### src/rtl/uart3_pkg.sv
package uart3_pkg;

    localparam int KW_DEF = 14;
    localparam int DW_DEF = 9;

    typedef enum logic [1:0] {
        LEN_7 = 2'b00,
        LEN_8 = 2'b01,
        LEN_9 = 2'b10
    } len_e;

    typedef enum logic [2:0] {
        TX_IDLE,
        TX_START,
        TX_DATA,
        TX_STOP1,
        TX_STOP2
    } tx_st_e;

    typedef enum logic [1:0] {
        RX_IDLE,
        RX_START,
        RX_DATA,
        RX_STOP
    } rx_st_e;

    // number of data bits for a length code; 2'b11 falls back to 9
    function automatic logic [3:0] len_bits(input logic [1:0] code);
        case (code)
            LEN_7:   len_bits = 4'd7;
            LEN_8:   len_bits = 4'd8;
            default: len_bits = 4'd9;
        endcase
    endfunction

endpackage

### src/rtl/uart3_rate_gen.sv
module uart3_rate_gen #(
    parameter int KW = uart3_pkg::KW_DEF
) (
    input  logic          clk,
    input  logic          rst,
    input  logic [KW-1:0] k,
    input  logic          run,
    input  logic [KW:0]   preload,
    output logic          tick
);
    localparam logic [KW:0] STEP = (KW+1)'(3);

    logic [KW:0] acc;
    logic [KW:0] sum;
    logic [KW:0] k_ext;

    assign k_ext = {1'b0, k};
    assign sum   = acc + STEP;
    assign tick  = run && (sum >= k_ext);

    always_ff @(posedge clk) begin
        if (rst) begin
            acc <= '0;
        end else if (!run) begin
            acc <= preload;
        end else if (tick) begin
            acc <= sum - k_ext;
        end else begin
            acc <= sum;
        end
    end

    AST_ACC_BELOW_K: assert property (@(posedge clk) disable iff (rst)
        (run && $past(run) && $stable(k) && k >= KW'(16)) |-> (acc < k_ext))
        else $error("accumulator reached the rate word");

endmodule

### src/rtl/uart3_tx.sv
module uart3_tx
    import uart3_pkg::*;
#(
    parameter int KW = KW_DEF,
    parameter int DW = DW_DEF
) (
    input  logic          clk,
    input  logic          rst,
    input  logic [1:0]    len,
    input  logic [KW-1:0] k,
    input  logic          tx_valid,
    input  logic [DW-1:0] tx_data,
    output logic          tx_ready,
    output logic          txd
);
    tx_st_e        state, state_nx;
    logic [DW-1:0] hold_q;
    logic          hold_full;
    logic [DW-1:0] shift_q;
    logic [3:0]    cnt;
    logic [3:0]    nb;
    logic          tick;
    logic          take;
    logic          accept;

    assign nb       = len_bits(len);
    assign tx_ready = !hold_full;
    assign accept   = tx_valid && !hold_full;

    uart3_rate_gen #(.KW(KW)) u_rate (
        .clk     (clk),
        .rst     (rst),
        .k       (k),
        .run     (state != TX_IDLE),
        .preload ('0),
        .tick    (tick)
    );

    always_comb begin
        state_nx = state;
        take     = 1'b0;
        case (state)
            TX_IDLE: if (hold_full) begin
                state_nx = TX_START;
                take     = 1'b1;
            end
            TX_START: if (tick) state_nx = TX_DATA;
            TX_DATA:  if (tick && cnt == nb - 4'd1) state_nx = TX_STOP1;
            TX_STOP1: if (tick) state_nx = hold_full ? TX_STOP2 : TX_IDLE;
            TX_STOP2: if (tick) begin
                state_nx = TX_START;
                take     = 1'b1;
            end
            default:  state_nx = TX_IDLE;
        endcase
    end

    always_ff @(posedge clk) begin
        if (rst) begin
            state     <= TX_IDLE;
            hold_q    <= '0;
            hold_full <= 1'b0;
            shift_q   <= '0;
            cnt       <= '0;
        end else begin
            state     <= state_nx;
            hold_full <= (hold_full && !take) || accept;
            if (accept) hold_q <= tx_data;
            if (take) begin
                shift_q <= hold_q;
                cnt     <= '0;
            end else if (state == TX_DATA && tick) begin
                shift_q <= {1'b0, shift_q[DW-1:1]};
                cnt     <= cnt + 4'd1;
            end
        end
    end

    always_comb begin
        case (state)
            TX_START: txd = 1'b0;
            TX_DATA:  txd = shift_q[0];
            default:  txd = 1'b1;
        endcase
    end

    AST_READY_DROPS: assert property (@(posedge clk) disable iff (rst)
        (tx_valid && tx_ready) |=> !tx_ready)
        else $error("ready stayed high after accept");

    AST_HOLD_STABLE: assert property (@(posedge clk) disable iff (rst)
        (hold_full && !take) |=> $stable(hold_q))
        else $error("held word changed while occupied");

    AST_STOP2_LOADED: assert property (@(posedge clk) disable iff (rst)
        (state == TX_STOP2) |-> hold_full)
        else $error("second stop bit without a waiting word");

endmodule

### src/rtl/uart3_rx.sv
module uart3_rx
    import uart3_pkg::*;
#(
    parameter int KW = KW_DEF,
    parameter int DW = DW_DEF
) (
    input  logic          clk,
    input  logic          rst,
    input  logic [1:0]    len,
    input  logic [KW-1:0] k,
    input  logic          rxd,
    input  logic          rx_ack,
    output logic          rx_valid,
    output logic [DW-1:0] rx_data,
    output logic          rx_frame_err,
    output logic          rx_overrun
);
    rx_st_e        state;
    logic          s1, s2, s3;
    logic          fall;
    logic          tick;
    logic          done;
    logic [3:0]    cnt;
    logic [3:0]    nb;
    logic [DW-1:0] data_q;

    assign nb   = len_bits(len);
    assign fall = s3 && !s2;
    assign done = (state == RX_STOP) && tick;

    uart3_rate_gen #(.KW(KW)) u_rate (
        .clk     (clk),
        .rst     (rst),
        .k       (k),
        .run     (state != RX_IDLE),
        .preload ({1'b0, k} >> 1),
        .tick    (tick)
    );

    always_ff @(posedge clk) begin
        if (rst) begin
            s1 <= 1'b1;
            s2 <= 1'b1;
            s3 <= 1'b1;
        end else begin
            s1 <= rxd;
            s2 <= s1;
            s3 <= s2;
        end
    end

    always_ff @(posedge clk) begin
        if (rst) begin
            state  <= RX_IDLE;
            cnt    <= '0;
            data_q <= '0;
        end else begin
            case (state)
                RX_IDLE: if (fall) begin
                    state  <= RX_START;
                    cnt    <= '0;
                    data_q <= '0;
                end
                RX_START: if (tick) state <= s2 ? RX_IDLE : RX_DATA;
                RX_DATA: if (tick) begin
                    data_q[cnt] <= s2;
                    cnt         <= cnt + 4'd1;
                    if (cnt == nb - 4'd1) state <= RX_STOP;
                end
                RX_STOP: if (tick) state <= RX_IDLE;
                default: state <= RX_IDLE;
            endcase
        end
    end

    always_ff @(posedge clk) begin
        if (rst) begin
            rx_valid     <= 1'b0;
            rx_data      <= '0;
            rx_frame_err <= 1'b0;
            rx_overrun   <= 1'b0;
        end else if (done) begin
            rx_valid     <= 1'b1;
            rx_data      <= data_q;
            rx_frame_err <= !s2;
            rx_overrun   <= rx_valid && !rx_ack;
        end else if (rx_ack) begin
            rx_valid     <= 1'b0;
            rx_overrun   <= 1'b0;
        end
    end

    AST_VALID_HELD: assert property (@(posedge clk) disable iff (rst)
        (rx_valid && !rx_ack) |=> rx_valid)
        else $error("received word dropped without ack");

    AST_OVR_CAUSE: assert property (@(posedge clk) disable iff (rst)
        $rose(rx_overrun) |-> $past(rx_valid))
        else $error("overrun without an unread word");

    AST_GLITCH_REJECT: assert property (@(posedge clk) disable iff (rst)
        (state == RX_START && tick && s2) |=> (state == RX_IDLE && !$rose(rx_valid)))
        else $error("high line at half bit not rejected");

endmodule

### src/rtl/uart3_top.sv
module uart3_top
    import uart3_pkg::*;
#(
    parameter int KW = KW_DEF,
    parameter int DW = DW_DEF
) (
    input  logic          clk,
    input  logic          rst,
    input  logic [1:0]    cfg_len,
    input  logic [KW-1:0] cfg_k,
    input  logic          tx_valid,
    input  logic [DW-1:0] tx_data,
    output logic          tx_ready,
    output logic          txd,
    input  logic          rxd,
    output logic          rx_valid,
    output logic [DW-1:0] rx_data,
    input  logic          rx_ack,
    output logic          rx_frame_err,
    output logic          rx_overrun
);

    uart3_tx #(.KW(KW), .DW(DW)) u_tx (
        .clk      (clk),
        .rst      (rst),
        .len      (cfg_len),
        .k        (cfg_k),
        .tx_valid (tx_valid),
        .tx_data  (tx_data),
        .tx_ready (tx_ready),
        .txd      (txd)
    );

    uart3_rx #(.KW(KW), .DW(DW)) u_rx (
        .clk          (clk),
        .rst          (rst),
        .len          (cfg_len),
        .k            (cfg_k),
        .rxd          (rxd),
        .rx_ack       (rx_ack),
        .rx_valid     (rx_valid),
        .rx_data      (rx_data),
        .rx_frame_err (rx_frame_err),
        .rx_overrun   (rx_overrun)
    );

endmodule

### config.mk
export PLATFORM = sky130hd
export DESIGN_NAME = uart3_top
export DESIGN_NICKNAME = d
export VERILOG_FILES = /design/src/rtl/uart3_pkg.sv /design/src/rtl/uart3_rate_gen.sv /design/src/rtl/uart3_tx.sv /design/src/rtl/uart3_rx.sv /design/src/rtl/uart3_top.sv
export SDC_FILE = /design/constraint.sdc
export NUM_CORES = 1
export LEC_CHECK = 0
export CAP_MARGIN = 30
export CORE_MARGIN = 5
export CORE_UTILIZATION = 40
export DETAILED_ROUTE_END_ITERATION = 7
export DONT_BUFFER_PORTS = 1
export PLACE_DENSITY_LB_ADDON = 0.15
export SYNTH_ARGS = -nofsm -noshare
export SYNTH_HDL_FRONTEND = slang
export SYNTH_HIERARCHICAL = 1
export SYNTH_SLANG_ARGS = --single-unit
### constraint.sdc
create_clock -name clk -period 5.8 [get_ports clk]
set_clock_uncertainty 0.05 [all_clocks]
set_input_delay 0.58 -clock clk [delete_from_list [all_inputs] [get_ports clk]]
set_output_delay 0.58 -clock clk [all_outputs]
set_load 0.05 [all_outputs]
# After elaboration in Yosys (flattened, before gate mapping)
# Cells that the tools add are included.
# Widths: inputs -> output; s select.
# word_totals
register_bits,86
output_inout_bits,14
# op_classes
add_sub_neg,7
magnitude_cmp,4
eq_ne,20
muxes,36
bitwise_logic,2
n_reduce_logical,29
# ops
operator,count
$mux 9,4
$add 15x2->15 const B,2
$ge 15x14->1,2
$mux 15,2
$sub 15x14->15,2
$ne 2x1->1 const B,10
$mux 3,6
$pmux 9 s2,1
$pmux 4 s2,2
$pmux 3 s5,1
$mux 13,1
$mux 2,6
$logic_and 1x1->1,10
$reduce_and 5->1,2
$bwmux 9,1
$add 4x1->4 const B,2
$eq 4x4->1,2
$mux 4,2
$pmux 2 s4,1
$reduce_bool 2->1,4
$eq 3x2->1 const B,2
$mux 1,6
$reduce_or 2->1,3
$lt 4x5->1 const B,1
15 further kinds,23

# Logic depth before layout (Yosys ltp)
# logic_depth
depth_word,8
depth_mapped,18
ltp_nobuf,16

# Cells and area by module
# The synthesis kept the hierarchy.
# modules_own_cells
module,instances,cells_per_inst,area_each_um2,seq_area_each_um2
uart3_rate_gen at u_rx.u_rate,1,223,1691.6,300.3
uart3_rate_gen at u_tx.u_rate,1,217,1682.9,300.3
uart3_rx,1,160,1431.4,600.6
uart3_tx,1,148,1251.2,520.5

# Worst setup path before layout
# OpenSTA, ideal clock, no wires.
# synth_path
path_kind,register to register
startpoint,register u_rx.u_rate.acc[0]
endpoint,register u_rx.data_q[8]
setup_time_ns,0.072
arrival_time_ns,3.963
slack_ns,1.716
stages_incl_launch_ff,19
path_buffers,2
cell_sequence,dfxtp_1 inv_1 ha_1 nor4_2 nand3_1 xnor2_1 ha_1 a2111oi_4 o21ai_1 o21ai_1 a31oi_1 a2111oi_4 buf_2 nor2_1 clkbuf_1 nand2_1 a21oi_1 nand4b_1 mux2i_1
# synth_via
elab_chain_cells,5
# synth_rtl
element,line,source
from (decl),uart3_rate_gen.sv:13,logic [KW:0] acc;
from (signal assigned),uart3_rate_gen.sv:25,acc <= preload;
from (signal assigned),uart3_rate_gen.sv:27,acc <= sum - k_ext;
from (signal assigned),uart3_rate_gen.sv:29,acc <= sum;
$add 15x2->15,uart3_rate_gen.sv:18,assign sum = acc + STEP;
$ge 15x14->1,uart3_rate_gen.sv:19,assign tick = run && (sum >= k_ext);
$logic_and 1x1->1,uart3_rate_gen.sv:19,
via u_rx.tick,uart3_rx.sv:21,logic tick;
$ne 2x1->1 (no line),-,
$reduce_and 3->1 (no line),-,
to (signal assigned),uart3_rx.sv:56,data_q <= '0;
to (signal assigned),uart3_rx.sv:62,data_q <= '0;
"to (signal, indexed assignment)",uart3_rx.sv:66,data_q[cnt] <= s2;
to (decl),uart3_rx.sv:25,logic [DW-1:0] data_q;
# The timed path passes the listed nets, and every way through them passes these cells.
# A chain may end at the register's enable or synchronous reset.

# Worst setup path after layout
# layout_path
startpoint,register u_rx.u_rate.acc[0]
endpoint,register u_rx.data_q[1]
# The elaborated chain is that of the path after synthesis.

==> summary.txt <==
Status
  – Status: finished clean

Die
  – Io pins: 44
  – Core Area: 15000 µm²
  – Die Span Y: 133 µm
  – DIE WIDTH: 133 µm
  – Initial Utilization: 40.3%
  – Std-Cell Rows: 45
  – Die footprint: 17700 µm²

Routing
  – Post-DR vias/cell: 5.63
  – Via count: 5255
  – DRT iter0 DRCs: 324
  – Pre-Repair DR Iteration Count: 6
  – DRC: 0
  – Post-detailed-route count of antenna-violating nets: 0
  – Total Wirelength: 15000 µm
  – WL/cell: 16.1 µm

GRT
  – Overall Global Routing Usage: 17.3%
  – Initial antenna violation count: 0
  – GRT overflow: 0
  – Global-route wire length before repair: 25200 µm
  – Largest net degree at the start of global routing: 73
  – Vias in the first global route: 5134

Synthesis
  – Synth warnings: 6
  – Post-synthesis sequential element count: 86
  – Synth Area in XOR/XNOR: 7.95%
  – Ys flop type: dfxtp_1
  – Mean Syn Cell Area: 8.10 µm²
  – Synth async-reset ratio: 0%
  – Post-synth EDFFs: 0
  – Multiplexer area fraction after synthesis: 5.04%
  – Distinct cells, synth: 73
  – Simple-gate portion of the synthesized area: 23.8%
  – Post-Synthesis Cells: 748
  – Post-Synth Adder-Cell Area: 8.30%
  – Sequential area share after synthesis: 28.4%
  – Main combinational cell family by area after synthesis: simple AND/OR/NAND/NOR gates
  – Post-Synthesis Cell Area: 6060 µm²
  – Synth Area in Compound Gates: 20.0%

Setup path
  – Setup Crit Path Kind: register to register
  – CP max-delay cell: a2111oi_2
  – Crit path launch type: register
  – Flop-to-flop setup slack: 1.13 ns
  – CP bufs+invs: 2
  – Top cell family by delay on the critical path: simple AND/OR/NAND/NOR gates
  – Crit path DAT: 4.86 ns
  – Req. time, crit path: 5.99 ns
  – Worst setup EP type: register
  – Crit-path max cell delay: 0.54 ns
  – Crit-path cells: inv_1 > ha_1 > nor4_2 > nand3_1 > xnor2_1 > ha_1 > inv_1 > a21oi_1 > o21ai_1 > a31oi_1 > a2111oi_4 > nor2_1 > nand2_1 > a2111oi_2 > mux2i_1 > nor2_2
  – Max FO, Critical Path: 10

STA
  – Slew headroom: 47.5%
  – Total negative slack: 0 ns
  – Period minus WS final: 4.67 ns
  – Final setup fails: 0
  – RSZ-0062 raised after global routing: no
  – Slew @ Worst Pin: 0.788 ns
  – Max Freq: 214 MHz
  – Setup ws final: 1.13 ns
  – Fin crit share: 80.5%
  – Final Hold Vio Count: 0
  – Max Slew Vio Count: 0
  – Min Hold Slack: 0.248 ns

Clock network
  – CTS tree: built
  – Clock latency at the later pin of the worst-skew pair: 0.35 ns
  – Maximum clock path buffer count: 2
  – CTS clock-pin slew for the worst setup and hold paths: 0.06 ns
  – CTS Hold Bufs: 0
  – CTS buffer count: 9
  – Post-CTS Resized: 0
  – H-tree levels: 3
  – CTS root buf: clkbuf_16
  – Clock sink count: 86
  – Postcts setup bufs: 0

Pwr
  – Peak VDD IR: 0.000138 V
  – Leakage power: 2.53 nW
  – Power Density: 269 nW/µm²

Cells and area
  – Fin area: 6470 µm²
  – Most frequent cells in the layout: nand2_1 (91), dfxtp_1 (86), nor2_1 (67)
  – FILL cells: 1539
  – Fraction of layout instances using a drive strength above 1: 7.51%
  – Post-layout nets: 811
  – Diode count: 0
  – Area delta synth->final: 6.80%
  – Commonest non-fill, non-tap cell in the layout: nand2_1

Placement
  – Worst slack, placed: 1.23 ns
  – Post-DP HPWL: 10800 µm
  – Dpl cell area: 6170 µm²
  – Routability cong.: 0.870
  – I/O Buffers: 0

Min path
  – HP Class: input port to register

Flow run
  – Max-Cap Viols: 0
[through the flow]
step                      utilization (%)  power [mW]  instances
final                                43.0        1.74        934
after global placement               41.1        1.14        919
after detailed placement             41.1        1.14        919
after CTS                            43.0        1.75        934
after global routing                 43.0        1.84        934
after floorplan                         -        1.07        763
[cells in the mapped netlist, drive strengths merged, types with 9 or more instances]
library cell | number | area (µm²)
xor2 | 17 | 149
nor3 | 19 | 100
buf | 17 | 129
mux2i | 29 | 294
and3 | 9 | 57.6
a21o | 9 | 67.6
nand4 | 14 | 93.8
nand3 | 15 | 75.1
ha | 37 | 463
a211oi | 23 | 178
nand2b | 17 | 106
a311oi | 11 | 146
dfxtp | 86 | 1720
inv | 50 | 188
a21oi | 55 | 275
xnor2 | 38 | 333
nor2 | 70 | 270
nand2 | 91 | 342
nor4 | 10 | 75.1
o21ai | 29 | 145
clkbuf | 18 | 68.8
or2 | 9 | 56.3
[power by group]
part	switching (mW)	total [mW]	internal, mW
Sequential	0.0345	0.659	0.624
Combinational	0.277	0.477	0.200
Clock	0.267	0.602	0.335
Total	0.579	1.74	1.16
[worst paths after layout]
kind / end / depth (start not counted) / start
hold reg to reg: u_rx/s2$_SDFF_PP1_ / 1 / u_rx/s1$_SDFF_PP1_
hold / removal: u_rx/rx_valid$_SDFFE_PP0P_ / 1 / rst
setup / recovery: u_rx/data_q[1]$_SDFFE_PP0P_ / 16 / u_rx/u_rate/acc[0]$_SDFF_PP0_
setup reg to reg: u_rx/data_q[1]$_SDFFE_PP0P_ / 16 / u_rx/u_rate/acc[0]$_SDFF_PP0_
[cell families after synthesis]
kind of cell	count (synthesis)
other	2
AO/OA/AOI/OAI	165
multiplexers	30
buffers and inverters	85
flip-flops	86
XOR/XNOR	55
adder cells (fa/ha/maj)	39
AND/OR/NAND/NOR	286
[final cells by class]
class	count	area, µm²	area share [%]
clock buffer	9	225	3.48
multi-input combinational	592	4010	61.9
timing repair buffer	3	22.5	0.348
inverter	50	188	2.90
sequential	86	1720	26.6
tap	188	235	3.64
clock inverter	6	70.1	1.08
[registers in the layout, summed over array words and instances (netlist names), named ones only]
signal	flops
u_rx/u_rate/acc	15
u_tx/u_rate/acc	15
u_rx/data_q	9
u_rx/rx_data	9
u_tx/hold_q	9
u_tx/shift_q	9
u_rx/cnt	4
u_tx/cnt	4
u_tx/state	3
u_rx/rx_frame_err	1
u_rx/rx_overrun	1
u_rx/rx_valid	1
u_rx/s1	1
u_rx/s2	1
u_rx/s3	1
u_rx/state	1
u_tx/hold_full	1
[per-layer routing]
layer	vias up	global-route usage [%]	share of wire, %
li1	2608	-	-
met2	123	28.1	47
met4	0	6.58	1.7
met1	2509	23.0	47
met5	-	0	0
met3	15	2.70	4.4
Note: power is estimated with default switching activity, not from simulation.
